===== src/rtl/ser_audio_pkg.sv =====
package ser_audio_pkg;

    typedef enum logic [1:0] {
        FMT_STD  = 2'b00,
        FMT_LJ16 = 2'b01,
        FMT_LJ18 = 2'b10,
        FMT_LJ20 = 2'b11
    } fmt_e;

    typedef struct packed {
        fmt_e       fmt;
        logic [1:0] div;
        logic       regen;
    } cfg_t;

    localparam cfg_t CFG_DEFAULT = '{fmt: FMT_STD, div: 2'b00, regen: 1'b0};

    // payload width of an LSB-justified framing
    function automatic int lj_bits(fmt_e f);
        case (f)
            FMT_LJ16: return 16;
            FMT_LJ18: return 18;
            default:  return 20;
        endcase
    endfunction

endpackage


===== src/rtl/sas_in_sense.sv =====
module sas_in_sense #(
    parameter int BCLK_TMO = 64,
    parameter int WS_TMO   = 128
) (
    input  logic clk,
    input  logic rst_n,
    input  logic bclk_in,
    input  logic ws_in,
    output logic bclk_edge,
    output logic ws_lvl,
    output logic live
);
    localparam int BT_W = $clog2(BCLK_TMO + 1);
    localparam int WT_W = $clog2(WS_TMO + 1);
    localparam logic [BT_W-1:0] BT_LIM = BT_W'(BCLK_TMO);
    localparam logic [WT_W-1:0] WT_LIM = WT_W'(WS_TMO);

    typedef struct packed {
        logic [2:0]      bs;
        logic [2:0]      wsv;
        logic [BT_W-1:0] bto;
        logic [WT_W-1:0] wto;
        logic            live;
    } st_t;

    st_t st_d, st_q;
    logic b_edge, b_rise, w_edge;

    always_comb begin
        st_d     = st_q;
        b_edge   = st_q.bs[2] ^ st_q.bs[1];
        b_rise   = st_q.bs[1] & ~st_q.bs[2];
        w_edge   = st_q.wsv[2] ^ st_q.wsv[1];
        st_d.bs  = {st_q.bs[1:0], bclk_in};
        st_d.wsv = {st_q.wsv[1:0], ws_in};
        if (b_edge)
            st_d.bto = '0;
        else if (st_q.bto != BT_LIM)
            st_d.bto = st_q.bto + 1'b1;
        if (w_edge)
            st_d.wto = '0;
        else if (b_rise && st_q.wto != WT_LIM)
            st_d.wto = st_q.wto + 1'b1;
        st_d.live = (st_d.bto != BT_LIM) && (st_d.wto != WT_LIM);
    end

    always_ff @(posedge clk) begin
        if (!rst_n) st_q <= '0;
        else        st_q <= st_d;
    end

    assign bclk_edge = b_edge;
    assign ws_lvl    = st_q.wsv[1];
    assign live      = st_q.live;

    // a stalled bit clock must leave the output muted
    p_stall_mutes_r9: assert property (@(posedge clk) disable iff (!rst_n)
        (st_q.bto == BT_LIM) |-> !live);

endmodule


===== src/rtl/sas_bclk_gen.sv =====
module sas_bclk_gen #(
    parameter int DIV_W = 2
) (
    input  logic             clk,
    input  logic             rst_n,
    input  logic             in_edge,
    input  logic [DIV_W-1:0] div_act,
    output logic             bclk_o,
    output logic             fall_o
);
    localparam int CNT_W = (1 << DIV_W) - 1;

    typedef struct packed {
        logic [CNT_W-1:0] cnt;
        logic             bclk;
    } st_t;

    st_t st_d, st_q;
    logic [CNT_W-1:0] lim;
    logic hit;

    always_comb begin
        st_d = st_q;
        lim  = CNT_W'((1 << div_act) - 1);
        hit  = in_edge && (st_q.cnt >= lim);
        if (in_edge) begin
            if (hit) begin
                st_d.cnt  = '0;
                st_d.bclk = ~st_q.bclk;
            end else begin
                st_d.cnt = st_q.cnt + 1'b1;
            end
        end
    end

    always_ff @(posedge clk) begin
        if (!rst_n) st_q <= '0;
        else        st_q <= st_d;
    end

    assign bclk_o = st_q.bclk;
    assign fall_o = hit && st_q.bclk;

    // the divided clock moves only on an input bit-clock edge
    p_toggle_on_edge_r2: assert property (@(posedge clk) disable iff (!rst_n)
        !in_edge |=> $stable(bclk_o));

endmodule


===== src/rtl/sas_frame_ser.sv =====
module sas_frame_ser
    import ser_audio_pkg::*;
#(
    parameter int DATA_W    = 20,
    parameter int SLOT_BITS = 32
) (
    input  logic              clk,
    input  logic              rst_n,
    input  logic              fall,
    input  logic              ws_lvl,
    input  logic              live,
    input  logic [DATA_W-1:0] left_smp,
    input  logic [DATA_W-1:0] right_smp,
    input  logic [1:0]        fmt_sel,
    input  logic [1:0]        div_sel,
    input  logic              ws_regen,
    output logic              sd_o,
    output logic              ws_o,
    output logic [1:0]        div_o
);
    localparam int PW = $clog2(SLOT_BITS) + 2;
    localparam logic [PW-1:0] P_MAX  = '1;
    localparam logic [PW-1:0] P_LAST = PW'(SLOT_BITS - 1);
    localparam logic [PW-1:0] P_INIT = PW'(SLOT_BITS);

    typedef struct packed {
        cfg_t              cfg;
        logic              ws;
        logic [PW-1:0]     pos;
        logic [PW-1:0]     len;
        logic [PW-1:0]     rg;
        logic [DATA_W-1:0] word;
        logic [DATA_W-1:0] rsv;
        logic              bitv;
    } st_t;

    st_t st_d, st_q;
    logic ws_src, chg, boundary;

    function automatic logic pick(logic [DATA_W-1:0] w, int i);
        logic [DATA_W-1:0] t;
        t = w >> i;
        return t[0];
    endfunction

    function automatic logic slot_bit(fmt_e f, logic [PW-1:0] pos,
                                      logic [PW-1:0] len, logic [DATA_W-1:0] w);
        int p, l, k, n;
        p = int'(pos);
        l = int'(len);
        if (f == FMT_STD)
            return (p >= 1 && p <= DATA_W) ? pick(w, DATA_W - p) : 1'b0;
        n = lj_bits(f);
        if (p >= l) return 1'b0;
        k = l - 1 - p;
        if (k < n) return pick(w, DATA_W - n + k);
        return w[DATA_W-1];
    endfunction

    always_comb begin
        st_d     = st_q;
        ws_src   = st_q.cfg.regen ? ((st_q.rg >= P_LAST) ? ~st_q.ws : st_q.ws) : ws_lvl;
        chg      = ws_src ^ st_q.ws;
        boundary = chg & ~ws_src;
        if (fall) begin
            st_d.ws = ws_src;
            if (boundary) begin
                st_d.cfg = '{fmt: fmt_e'(fmt_sel), div: div_sel, regen: ws_regen};
                st_d.rsv = right_smp;
            end
            if (chg) begin
                st_d.pos  = '0;
                st_d.rg   = '0;
                st_d.len  = (st_q.pos == P_MAX) ? P_MAX : st_q.pos + 1'b1;
                st_d.word = ws_src ? st_q.rsv : left_smp;
            end else begin
                if (st_q.pos != P_MAX) st_d.pos = st_q.pos + 1'b1;
                if (st_q.rg != P_MAX)  st_d.rg  = st_q.rg + 1'b1;
            end
            st_d.bitv = slot_bit(st_d.cfg.fmt, st_d.pos, st_d.len, st_d.word);
        end
    end

    always_ff @(posedge clk) begin
        if (!rst_n) begin
            st_q      <= '0;
            st_q.cfg  <= CFG_DEFAULT;
            st_q.len  <= P_INIT;
        end else begin
            st_q <= st_d;
        end
    end

    assign sd_o  = st_q.bitv & live;
    assign ws_o  = st_q.ws;
    assign div_o = st_q.cfg.div;

    // the active configuration moves only at a frame start
    p_cfg_at_frame_r8: assert property (@(posedge clk) disable iff (!rst_n)
        !(fall && boundary) |=> $stable(st_q.cfg));

endmodule


===== src/rtl/ser_audio_tx.sv =====
module ser_audio_tx #(
    parameter int DATA_W    = 20,
    parameter int SLOT_BITS = 32,
    parameter int BCLK_TMO  = 64,
    parameter int WS_TMO    = 128
) (
    input  logic              clk,
    input  logic              rst_n,
    input  logic              bclk_in,
    input  logic              ws_in,
    input  logic [DATA_W-1:0] left_smp,
    input  logic [DATA_W-1:0] right_smp,
    input  logic [1:0]        fmt_sel,
    input  logic [1:0]        div_sel,
    input  logic              ws_regen,
    output logic              sdata_out,
    output logic              bclk_out,
    output logic              ws_out
);
    logic bclk_edge, ws_lvl, live, fall;
    logic [1:0] div_act;

    sas_in_sense #(.BCLK_TMO(BCLK_TMO), .WS_TMO(WS_TMO)) u_sense (
        .clk(clk), .rst_n(rst_n), .bclk_in(bclk_in), .ws_in(ws_in),
        .bclk_edge(bclk_edge), .ws_lvl(ws_lvl), .live(live)
    );

    sas_bclk_gen #(.DIV_W(2)) u_div (
        .clk(clk), .rst_n(rst_n), .in_edge(bclk_edge), .div_act(div_act),
        .bclk_o(bclk_out), .fall_o(fall)
    );

    sas_frame_ser #(.DATA_W(DATA_W), .SLOT_BITS(SLOT_BITS)) u_ser (
        .clk(clk), .rst_n(rst_n), .fall(fall), .ws_lvl(ws_lvl), .live(live),
        .left_smp(left_smp), .right_smp(right_smp), .fmt_sel(fmt_sel),
        .div_sel(div_sel), .ws_regen(ws_regen),
        .sd_o(sdata_out), .ws_o(ws_out), .div_o(div_act)
    );

    // data moves only with a falling output clock, unless muting changes
    p_data_on_fall_r7: assert property (@(posedge clk) disable iff (!rst_n)
        (!$fell(bclk_out) && live && $past(live)) |-> $stable(sdata_out));

    // word select moves only with a falling output clock
    p_ws_on_fall_r3: assert property (@(posedge clk) disable iff (!rst_n)
        !$fell(bclk_out) |-> $stable(ws_out));

endmodule


===== config.mk =====
export PLATFORM = sky130hd
export DESIGN_NAME = ser_audio_tx
export DESIGN_NICKNAME = d
export VERILOG_FILES = /design/src/rtl/ser_audio_pkg.sv /design/src/rtl/sas_in_sense.sv /design/src/rtl/sas_bclk_gen.sv /design/src/rtl/sas_frame_ser.sv /design/src/rtl/ser_audio_tx.sv
export SDC_FILE = /design/constraint.sdc
export NUM_CORES = 1
export LEC_CHECK = 0
export ABC_AREA = 1
export BUFFER_PORTS_ARGS = -buffer_cell sky130_fd_sc_hd__buf_2
export CORE_MARGIN = 10
export CORE_UTILIZATION = 60
export CTS_BUF_LIST = sky130_fd_sc_hd__clkbuf_4
export DETAILED_ROUTE_END_ITERATION = 6
export HOLD_SLACK_MARGIN = 0.06
export PLACE_DENSITY = 0.79
export SETUP_SLACK_MARGIN = 0.2
export SLEW_MARGIN = 20
export SYNTH_ARGS = -nofsm -noshare
export SYNTH_HDL_FRONTEND = slang
export SYNTH_SLANG_ARGS = --single-unit

===== constraint.sdc =====
create_clock -name clk -period 6.4 [get_ports clk]
set_input_delay 0.64 -clock clk [delete_from_list [all_inputs] [get_ports clk]]
set_output_delay 0.64 -clock clk [all_outputs]
set_load 0.03 [all_outputs]

==> qor.log <==
[die] number of placed I/O pins 52
[sta] Hold Vio Cnt, Final 0
[critical_path] maximum single-stage delay on the critical path 360 ps
[global_routing] maximum number of pins on one net before global-route repair 40
[power_and_ir_drop] portion of total power attributed to sequential cells 20.4%
[critical_path] standard cell with the maximum stage delay on the critical path dfxtp_2
[cts] clock buffer depth 2
[yosys] area fraction in compound gates after synthesis 15.10%
[critical_path] Critical Path Source Type flop
[yosys] count of warnings emitted by yosys 0
[detailed_routing] wire length reported by the detailed router 24.58 mm
[run_status] result of the run finished with violations
[detailed_routing] first drt pass iteration count 7
[power_and_ir_drop] Pwr per Cell Area 297.9 nW/um^2
[cts] CTS H-tree lvls 3
[detailed_routing] DR iter-0 viols 863
[detailed_routing] number of vias in the routed layout 9134
[finish] total inserted antenna cells 0
[cts] clock tree from TritonCTS built
[global_routing] initial antenna violation count 0
[sta] time the worst path needs with I/O delays and setup 5897 ps
[global_routing] total track usage 23.71%
[sta] setup TNS after final layout 0 ps
[sta] tightest slew margin relative to the limit 40.28%
[placement] # port buffers 51
[flow_run] count of max-cap constraint violations 0
[global_routing] total global routing overflow 0
[sta] smallest hold slack 332.7 ps
[finish] number of inserted filler cells in the final layout 1231
[global_routing] global-route wire length before repair 38.92 mm
[hold_path] Min-Delay Endpoint u_sense.st_d[20]
[finish] Final nets 1576
[sta] number of slew-limit violations in the final report 0
[power_and_ir_drop] combinational share of power 68.9%
[yosys] number of standard cells after synthesis 1384
[critical_path] critical path class reg2reg
[sta] number of setup violations in the final report 0
[yosys] Post-Syn Area 8387 sq um
[critical_path] cell mode on critical path nand2_1
[sta] RSZ-0062 raised after global routing no
[power_and_ir_drop] cell-internal power 1.430 mW
[die] floorplan die height 138.2 um
[cts] later-pin clock latency in the skew report 500 ps
[placement] dpl hpwl 18.85 mm
[power_and_ir_drop] relative contribution of the clock network to total power 10.7%
[critical_path] CP Launch Point u_ser.st_q[42]
[cts] Sink Count 94
[detailed_routing] antenna viol nets, final 0
[yosys] area share of xor/xnor cells in the synthesized design 1.566%
[detailed_routing] DR WL/cell 15.11 um
[finish] final design utilization 71.22%
[yosys] Synth Flop Type dfxtp_1
[critical_path] worst path arrival time 6320 ps
[power_and_ir_drop] worst-case vdd ir drop 0.0001617 V
[cts] clock input transition at the sequential cells of the worst setup and hold paths 150 ps
[cts] Clk Tree Root Cell clkbuf_4
[detailed_routing] Remaining DRCs 8
[critical_path] CP endpoint kind flop
[power_and_ir_drop] net switching fraction of the power 51.06%
[yosys] proportion of register bits with asynchronous set or reset after synthesis 0%
[hold_path] Worst Hold Launch bclk_in
[die] Starting Density 60.89%
[yosys] Post-synth EDFFs 0
[critical_path] r2r startpoint u_ser.st_q[42]
[yosys] fraction of the yosys area taken by sequential cells 22.44%
[sta] actual slew at the worst max-slew pin 895.6 ps
[yosys] Synth Area in Adders 12.86%
[critical_path] reg2reg end u_ser.st_q[0]
[hold_path] Worst Hold Depth 3
[die] die width 138.2 um
[power_and_ir_drop] Lkg Pwr 4.721 nW
[sta] Period Utilization, post-route 92.14%
[finish] share of post-route cells with drive strength above 1 18.11%
[die] area inside the core boundary 13770 sq um
[yosys] post-synthesis average cell area 6.060 sq um
[placement] final weighted congestion of routability-driven global placement 1.014
[die] number of standard-cell rows in the floorplan 43
[die] die area 19110 sq um
[yosys] multiplexer area fraction after synthesis 0%
[yosys] simple-gate portion of the synthesized area 34.95%
[sta] fmax 169.6 MHz
[critical_path] CP Max Fanout 5
[yosys] Mapped Nets 1518
[critical_path] count of cells along the worst register-to-register path 48
[power_and_ir_drop] switching power of the nets 1.492 mW
[sta] clk_skew 29.06 ps
[yosys] post-synth cell types 48
[cts] total CTS buffers 9
[run_status] failing checks design-rule violations
[hold_path] class of the tightest hold or removal check in2reg
[finish] area growth from synthesis to layout 16.96%
[yosys] Yosys reg bits 94
[critical_path] Worst EP required 6820 ps
[detailed_routing] Avg Vias per Cell 5.614
[global_routing] number of global-route vias before repair 8204
[yosys] main combinational cell family by area after synthesis simple AND/OR/NAND/NOR gates
[critical_path] slack of the worst reg-to-reg path 500 ps
## repair_timing
| item | in CTS | in global routing |
|---|---|---|
| pin swaps | 0 | 37 |
| setup endpoints to repair | 1 | 1 |
| hold buffers | 0 | 0 |
| buffers inserted | 0 | 12 |
| gates resized for setup | 18 | 155 |
## layout by cell type, fill, tap and decap left out, types with 4 or more instances in the layout
cell / n
nand2_1: 307
inv_1: 235
nand3_1: 126
a21oi_1: 95
dfxtp_1: 92
nor2_1: 85
ha_1: 56
o21ai_0: 52
buf_2: 51
nand2_2: 39
buf_4: 34
nand4_1: 26
o22ai_1: 24
ha_4: 21
nor2_2: 18
o21ai_1: 16
nor3_1: 16
a21oi_2: 14
nor2_4: 13
xor2_1: 13
inv_2: 10
clkbuf_4: 9
nand2_4: 8
o211ai_1: 8
nand3b_1: 6
ha_2: 6
nand3_2: 5
and2_4: 4
a21oi_4: 4
## worst max-delay path by stage
| stage | end | cells after the start |
|---|---|---|
| 6_report | u_ser.st_q[0] | 48 |
| 5_1_grt | u_ser.st_q[0] | 48 |
| 4_1_cts | u_ser.st_q[0] | 49 |
| 3_5_place_dp | u_ser.st_q[0] | 49 |
| 3_3_place_gp | u_ser.st_q[0] | 50 |
| 2_1_floorplan | u_ser.st_q[0] | 52 |
## synth_stat cells (2+ instances only)
| master | instances | area (sq um) |
|---|---|---|
| nand3_1 | 133 | 665.6 |
| nand2_2 | 4 | 25.02 |
| nor3_1 | 17 | 85.08 |
| ha_1 | 83 | 1039 |
| buf_2 | 10 | 50.05 |
| xnor2_1 | 2 | 17.52 |
| nor3b_1 | 3 | 22.52 |
| a21oi_1 | 112 | 560.5 |
| nand2_1 | 348 | 1306 |
| dfxtp_1 | 94 | 1882 |
| o21ai_2 | 2 | 17.52 |
| o31ai_1 | 2 | 15.01 |
| o21bai_1 | 4 | 30.03 |
| nand2_4 | 2 | 22.52 |
| buf_1 | 6 | 22.52 |
| buf_6 | 2 | 22.52 |
| nor4_1 | 3 | 18.77 |
| nor2_4 | 3 | 33.78 |
| nor2_1 | 110 | 412.9 |
| a21o_1 | 3 | 22.52 |
| o211ai_1 | 8 | 60.06 |
| inv_1 | 242 | 908.4 |
| clkbuf_1 | 20 | 75.07 |
| nor2_2 | 3 | 18.77 |
| nand3b_1 | 6 | 45.04 |
| fa_1 | 2 | 40.04 |
| or2_2 | 3 | 18.77 |
| nand4_1 | 26 | 162.7 |
| o21ai_1 | 14 | 70.07 |
| o21ai_0 | 55 | 275.3 |
| o22ai_1 | 24 | 150.1 |
| inv_2 | 4 | 15.01 |
| xor2_1 | 13 | 113.9 |
| and2_1 | 7 | 43.79 |
## power groups by stage
stage | sequential [mW] | clock [mW] | combinational (mW)
after global placement | 0.608 | 0 | 1.50
after CTS | 0.596 | 0.319 | 1.55
after global routing | 0.597 | 0.337 | 2.21
final | 0.596 | 0.312 | 2.01
after detailed placement | 0.609 | 0 | 1.50
after floorplan | 0.608 | 0 | 1.12
## cell families after synthesis
group	count (synthesis)
AO/OA/AOI/OAI	231
XOR/XNOR	15
flip-flops	94
AND/OR/NAND/NOR	674
buffers and inverters	285
adder cells (fa/ha/maj)	85
## stage by stage
stage | area, sq um | instances | setup slack [ps] | total power, mW
finish | 9809 | 1627 | 502.8 | 2.922
global route | 9809 | 1627 | 86.32 | 3.142
CTS | 9055 | 1615 | 205.0 | 2.462
detailed placement | 8862 | 1599 | 16.22 | 2.109
global placement | 8862 | 1599 | 103.4 | 2.110
floorplan | 8387 | 1384 | 613.2 | 1.729
## registers in the layout (all words and copies together), names as in the netlist, 2 cells and up
register and flops:
u_div.st_q 3, u_sense.st_d 3, u_sense.st_q 17, u_ser.div_o 2
u_ser.st_q 65
## critical path, delay by kind of cell, from the launching register on
kind	cells	cell delay, ps
compound gates	7	1080
xor+xnor	1	140
fa+ha+maj	5	1310
buf+inv	7	560
flops	1	360
simple gates	28	2380
## area by class of cell
class | instances | area, sq um | share of cell area (%)
clock inverters | 7 | 56.30 | 0.5740
inverters | 247 | 929.6 | 9.477
flip-flops and latches | 94 | 1884 | 19.21
well taps | 180 | 225.2 | 2.296
repair buffers | 85 | 510.5 | 5.204
multi-input cells | 1005 | 6136 | 62.55
clock buffers | 9 | 67.56 | 0.6888
## metal layers
layer | share of wire, % | vias up | track usage, %
li1 | - | 4594 | -
met3 | 7.0 | 37 | 3.870
met5 | 0 | - | 0
met1 | 45 | 4154 | 32.50
met2 | 46 | 349 | 38.05
met4 | 1.6 | 0 | 5.216
Note: power is estimated with default switching activity, not from simulation.
